<file path="config.mk">
export PLATFORM = sky130hd
export DESIGN_NAME = rank_bus_grid
export DESIGN_NICKNAME = d
export VERILOG_FILES = /design/src/rtl/rank_bus_grid.sv
export SDC_FILE = /design/constraint.sdc
export NUM_CORES = 1
export LEC_CHECK = 0
export ABC_AREA = 0
export ABC_CLOCK_PERIOD_IN_PS = 4150
export BUFFER_PORTS_ARGS = -buffer_cell sky130_fd_sc_hd__buf_4
export CORE_MARGIN = 1.5
export CORE_UTILIZATION = 55
export DETAILED_ROUTE_END_ITERATION = 6
export GPL_TIMING_DRIVEN = 0
export PLACE_DENSITY_LB_ADDON = 0.05
export SLEW_MARGIN = 20
export SYNTH_ARGS = -nofsm -noshare
export SYNTH_HDL_FRONTEND = slang
export SYNTH_SLANG_ARGS = --single-unit
</file>
<file path="constraint.sdc">
create_clock -name clk -period 4.15 [get_ports clk]
set_input_delay 0.6225 -clock clk [delete_from_list [all_inputs] [get_ports clk]]
set_output_delay 0.6225 -clock clk [all_outputs]
set_load 0.01 [all_outputs]
</file>
<file path="src/rtl/rank_bus_grid.sv">
module rank_bus_grid #(
  parameter int N  = 16,
  parameter int RW = $clog2(N)
) (
  input  logic            clk,
  input  logic            rst_n,
  input  logic            start_i,
  input  logic [N-1:0]    sel_i,
  output logic [N*RW-1:0] rank_o,
  output logic            valid_o
);
  localparam int CW = $clog2(N) + 1;
  localparam int HP = N / 2;

  logic [N-1:0]  sel_q;
  logic          p1, p2;
  logic [CW-1:0] rinc [N];
  logic [CW-1:0] r_q  [N];
  logic [RW-1:0] rank_d [N];

  function automatic logic [CW-1:0] depth_count(input logic [N-1:0] col, input logic flag);
    logic [CW-1:0] acc;
    acc = '0;
    for (int i = 0; i < N; i += 2)
      if (col[i]) acc = acc | CW'(i / 2 + int'(flag));
    return acc;
  endfunction

  for (genvar c = 0; c < 2; c++) begin : g_cls
    logic [N-1:0] flag;
    logic [N-1:0] hitv [N];

    for (genvar k = 0; k < N; k++) begin : g_flag
      assign flag[k] = sel_q[(k / 2) * 2 + c];
    end

    for (genvar i = 0; i < N; i++) begin : g_r
      for (genvar k = 0; k < N; k++) begin : g_c
        logic e_sw, s_sw, hit, from_w, from_n;
        assign e_sw = flag[k] ? ((i % 2) != (k % 2)) : ((i % 2) == 0);
        assign s_sw = flag[k] ? ((i % 2) == (k % 2)) : 1'b0;
        if (k == 0) begin : g_w0
          assign from_w = (i == 0);
        end else begin : g_w1
          assign from_w = g_r[i].g_c[k-1].hit & g_r[i].g_c[k-1].e_sw;
        end
        if (i == 0) begin : g_n0
          assign from_n = 1'b0;
        end else begin : g_n1
          assign from_n = g_r[i-1].g_c[k].hit & g_r[i-1].g_c[k].s_sw;
        end
        assign hit = from_w | from_n;
        assign hitv[k][i] = hit;
      end
    end

    for (genvar p = 0; p < HP; p++) begin : g_lead
      assign rinc[2*p + c] = depth_count(hitv[2*p], flag[2*p]);
    end
  end

  for (genvar j = 0; j < N; j++) begin : g_comb
    logic [CW:0] sum;
    if (j == 0) begin : g_first
      assign sum = {1'b0, r_q[0]} - 1'b1;
    end else begin : g_rest
      assign sum = {1'b0, r_q[j]} + {1'b0, r_q[j-1]} - 1'b1;
    end
    assign rank_d[j] = sum[RW-1:0];
  end

  always_ff @(posedge clk) begin
    if (!rst_n) begin
      sel_q   <= '0;
      p1      <= 1'b0;
      p2      <= 1'b0;
      valid_o <= 1'b0;
      rank_o  <= '0;
      for (int j = 0; j < N; j++) r_q[j] <= '0;
    end else begin
      p1      <= start_i;
      p2      <= p1;
      valid_o <= p2;
      if (start_i) sel_q <= sel_i;
      if (p1) for (int j = 0; j < N; j++) r_q[j] <= rinc[j];
      if (p2) for (int j = 0; j < N; j++) rank_o[j*RW +: RW] <= rank_d[j];
    end
  end
endmodule

</file>
==> out/metrics.cfg <==
[global_routing]
grt_first_pass_wirelength_um=30000
overflow=0
antenna_found_initial=0
track_usage_pct=27.3
grt_max_degree=23
grt_pass1_vias=5921

[sta]
clock_skew_ns=0.00739
rsz0062_at_grt=false
tightest_slew_ns=0.834
fin_setup_tns_ns=0
min_period_ns=2.68
slew_violations=0
setup_viol_count_final=0
max_freq_ghz=0.373
slew_headroom_pct=44.4
fin_crit_sh_pct=64.6
hold_viol_final=0

[logic_synthesis]
synth_fp_nets=873
yosysMostFrequentCell=nor2_1
synthArstFlopShare_pct=0
postSynthAreaPerCell_um2=9.39
syn_area_um2=7340
synth_seq_cells=119
synth_edf_count=42
yosysTopAreaCellShare_pct=21.0
synth_flop_cell=dfxtp_1
ys_seq_area_share_pct=38.2
synth_area_leaders=dfxtp_1 21%, edfxtp_1 17%, ha_1 10%, mux2i_1 7.8%, nor2_1 5.6%
synth-warning-count=0
syn_inst=782
yosys-top-cells-count=109 x nor2_1, 94 x inv_1, 77 x dfxtp_1
synth_top_area_cell=dfxtp_1
synthDistinctLibCells=74

[drt]
drcViolationCount=0
avgViaCountPerCell=5.53
drtIter0Drc=660
drt_wl_total_um=18300
final_antenna_net_count=0
vias=5936
wl_per_cell_um=17.0
detailedRoute.firstPassIterationCount=5

[power_and_ir_drop]
irDropWorstVdd_mv=0.281
power_w=0.00357
p_leak_nw=3.74
pwr_density_cell_nw_per_um2=405

[cts]
ctsHoldBuffers=0
clockRootBuffer=clkbuf_16
clock_sinks=119
postCtsResizedCells=0
cts_buffers=17
clk_latency_ns=0.42
clk_path_buf_depth=2
htree_levels=4
clk_pin_slew_ns=0.06
cts_tree=done
postCtsSetupRepairBufs=0

[setup_path]
r2r_slack_ns=1.47
cp_data_arrival_time_ns=2.82
start_kind=flip-flop
crit_type=flip-flop to flip-flop
end_kind=flip-flop
cp_data_required_time_ns=4.28
crit_fanout=10

[die]
start_util_pct=55.9
io_pins=84
die_h_um=119
dieArea_um2=14000
num_rows=42
core_region_area_um2=13100
die_x_um=119

[finish]
nNetsFinal=975
num-fill-cells=1082
final_util_pct=67.1
syn_to_final_growth_pct=20.2
n_antenna_cell=0
final_cell_area_um2=8820
drive_gt1_share_pct=20.2

[placement]
gp_congestion=0.916
dp_hpwl_um=14000
dpl-instance-area_um2=8210
port_buffers=82

[status]
status=completed

[worst_hold_path]
min_path_type=input port to flip-flop

[run]
maxCapViolCount=0

## path summary, 6_finish.rpt
check / from / to / depth (start not counted)
worst max-delay path: sel_q[1] / r_q[1][35] / 9
worst min-delay path: sel_i[4] / sel_q[4] / 3
worst max register to register: sel_q[1] / r_q[1][35] / 9
worst min register to register: r_q[0][0] / rank_o[3] / 1
## area by class of cell
type,instances,area (um2),share of cell area (%)
clock inverters,9,82.6,0.936
well taps,176,220,2.50
flip-flops and latches,119,2800,31.8
inverters,96,360,4.09
repair buffers,83,643,7.29
clock buffers,23,532,6.03
multi-input cells,510,3840,43.6
plain buffers,57,335,3.80
## logic make-up (layout without fill, tap and decap cells)
kind of cell | count (synthesis) | after routing | synth area share (%)
XOR/XNOR | 15 | 15 | 1.79
AND/OR/NAND/NOR | 219 | 219 | 14.4
AO/OA/AOI/OAI | 142 | 142 | 14.1
adder cells (fa/ha/maj) | 73 | 73 | 13.6
flip-flops | 119 | 119 | 38.2
buffers and inverters | 153 | 268 | 9.48
multiplexers | 61 | 61 | 8.42
## report_power, final
group / switching [W] / total (W) / internal [W] / leakage, nW
registers: 0.0000400 / 0.00133 / 0.00129 / 1.08
clock network: 0.000527 / 0.00149 / 0.000961 / 0.305
logic: 0.000432 / 0.000754 / 0.000322 / 2.36
## registers in the layout, summed over array words and instances (netlist names)
| register | count |
|---|---|
| p1 | 1 |
| p2 | 1 |
| r_q | 42 |
| rank_o | 58 |
| sel_q | 16 |
| valid_o | 1 |
## critical path, cell delays in order (launching register included)
cell and delay [ns]:
dfxtp_1 0.42, inv_1 0.16, ha_1 0.38, buf_2 0.22, a21oi_1 0.16, nor2_1 0.05
o31ai_1 0.43, o221ai_2 0.20, a21oi_1 0.29, a221oi_2 0.09
## stage by stage
stage	worst slack (ns)	hold slack, ns	instances
2_1_floorplan	1.92	0.435	782
3_3_place_gp	1.54	0.448	1040
3_5_place_dp	1.51	0.453	1041
4_1_cts	1.49	0.432	1073
5_1_grt	1.33	0.450	1073
6_report	1.47	0.438	1073
## layer usage
layer	vias up	global-route usage, %	routed length, um
li1	2904	-	-
met1	2819	35.9	8360
met2	194	45.7	8710
met3	19	4.97	962
met4	0	8.58	257
met5	-	0	0
## cell usage in the layout, fill, tap and decap left out, drive strengths merged, types with 3 or more instances in the layout
cell type  count
o21ai         22
and3           7
o2111ai        4
nand3b         3
a221oi         5
clkinv         5
nand2b        10
o31ai          4
a31oi          7
a211oi        34
a21oi         41
ha            60
xnor2         14
nand2         28
nor2         111
inv           98
nand3         20
nor2b          5
o22ai          4
nor3          14
edfxtp        42
mux2           3
mux2i         58
or2            3
dfxtp         77
fa            12
o211ai         7
nor4           3
clkbuf        48
and2           4
buf          115
Note: power is estimated with default switching activity, not from simulation.
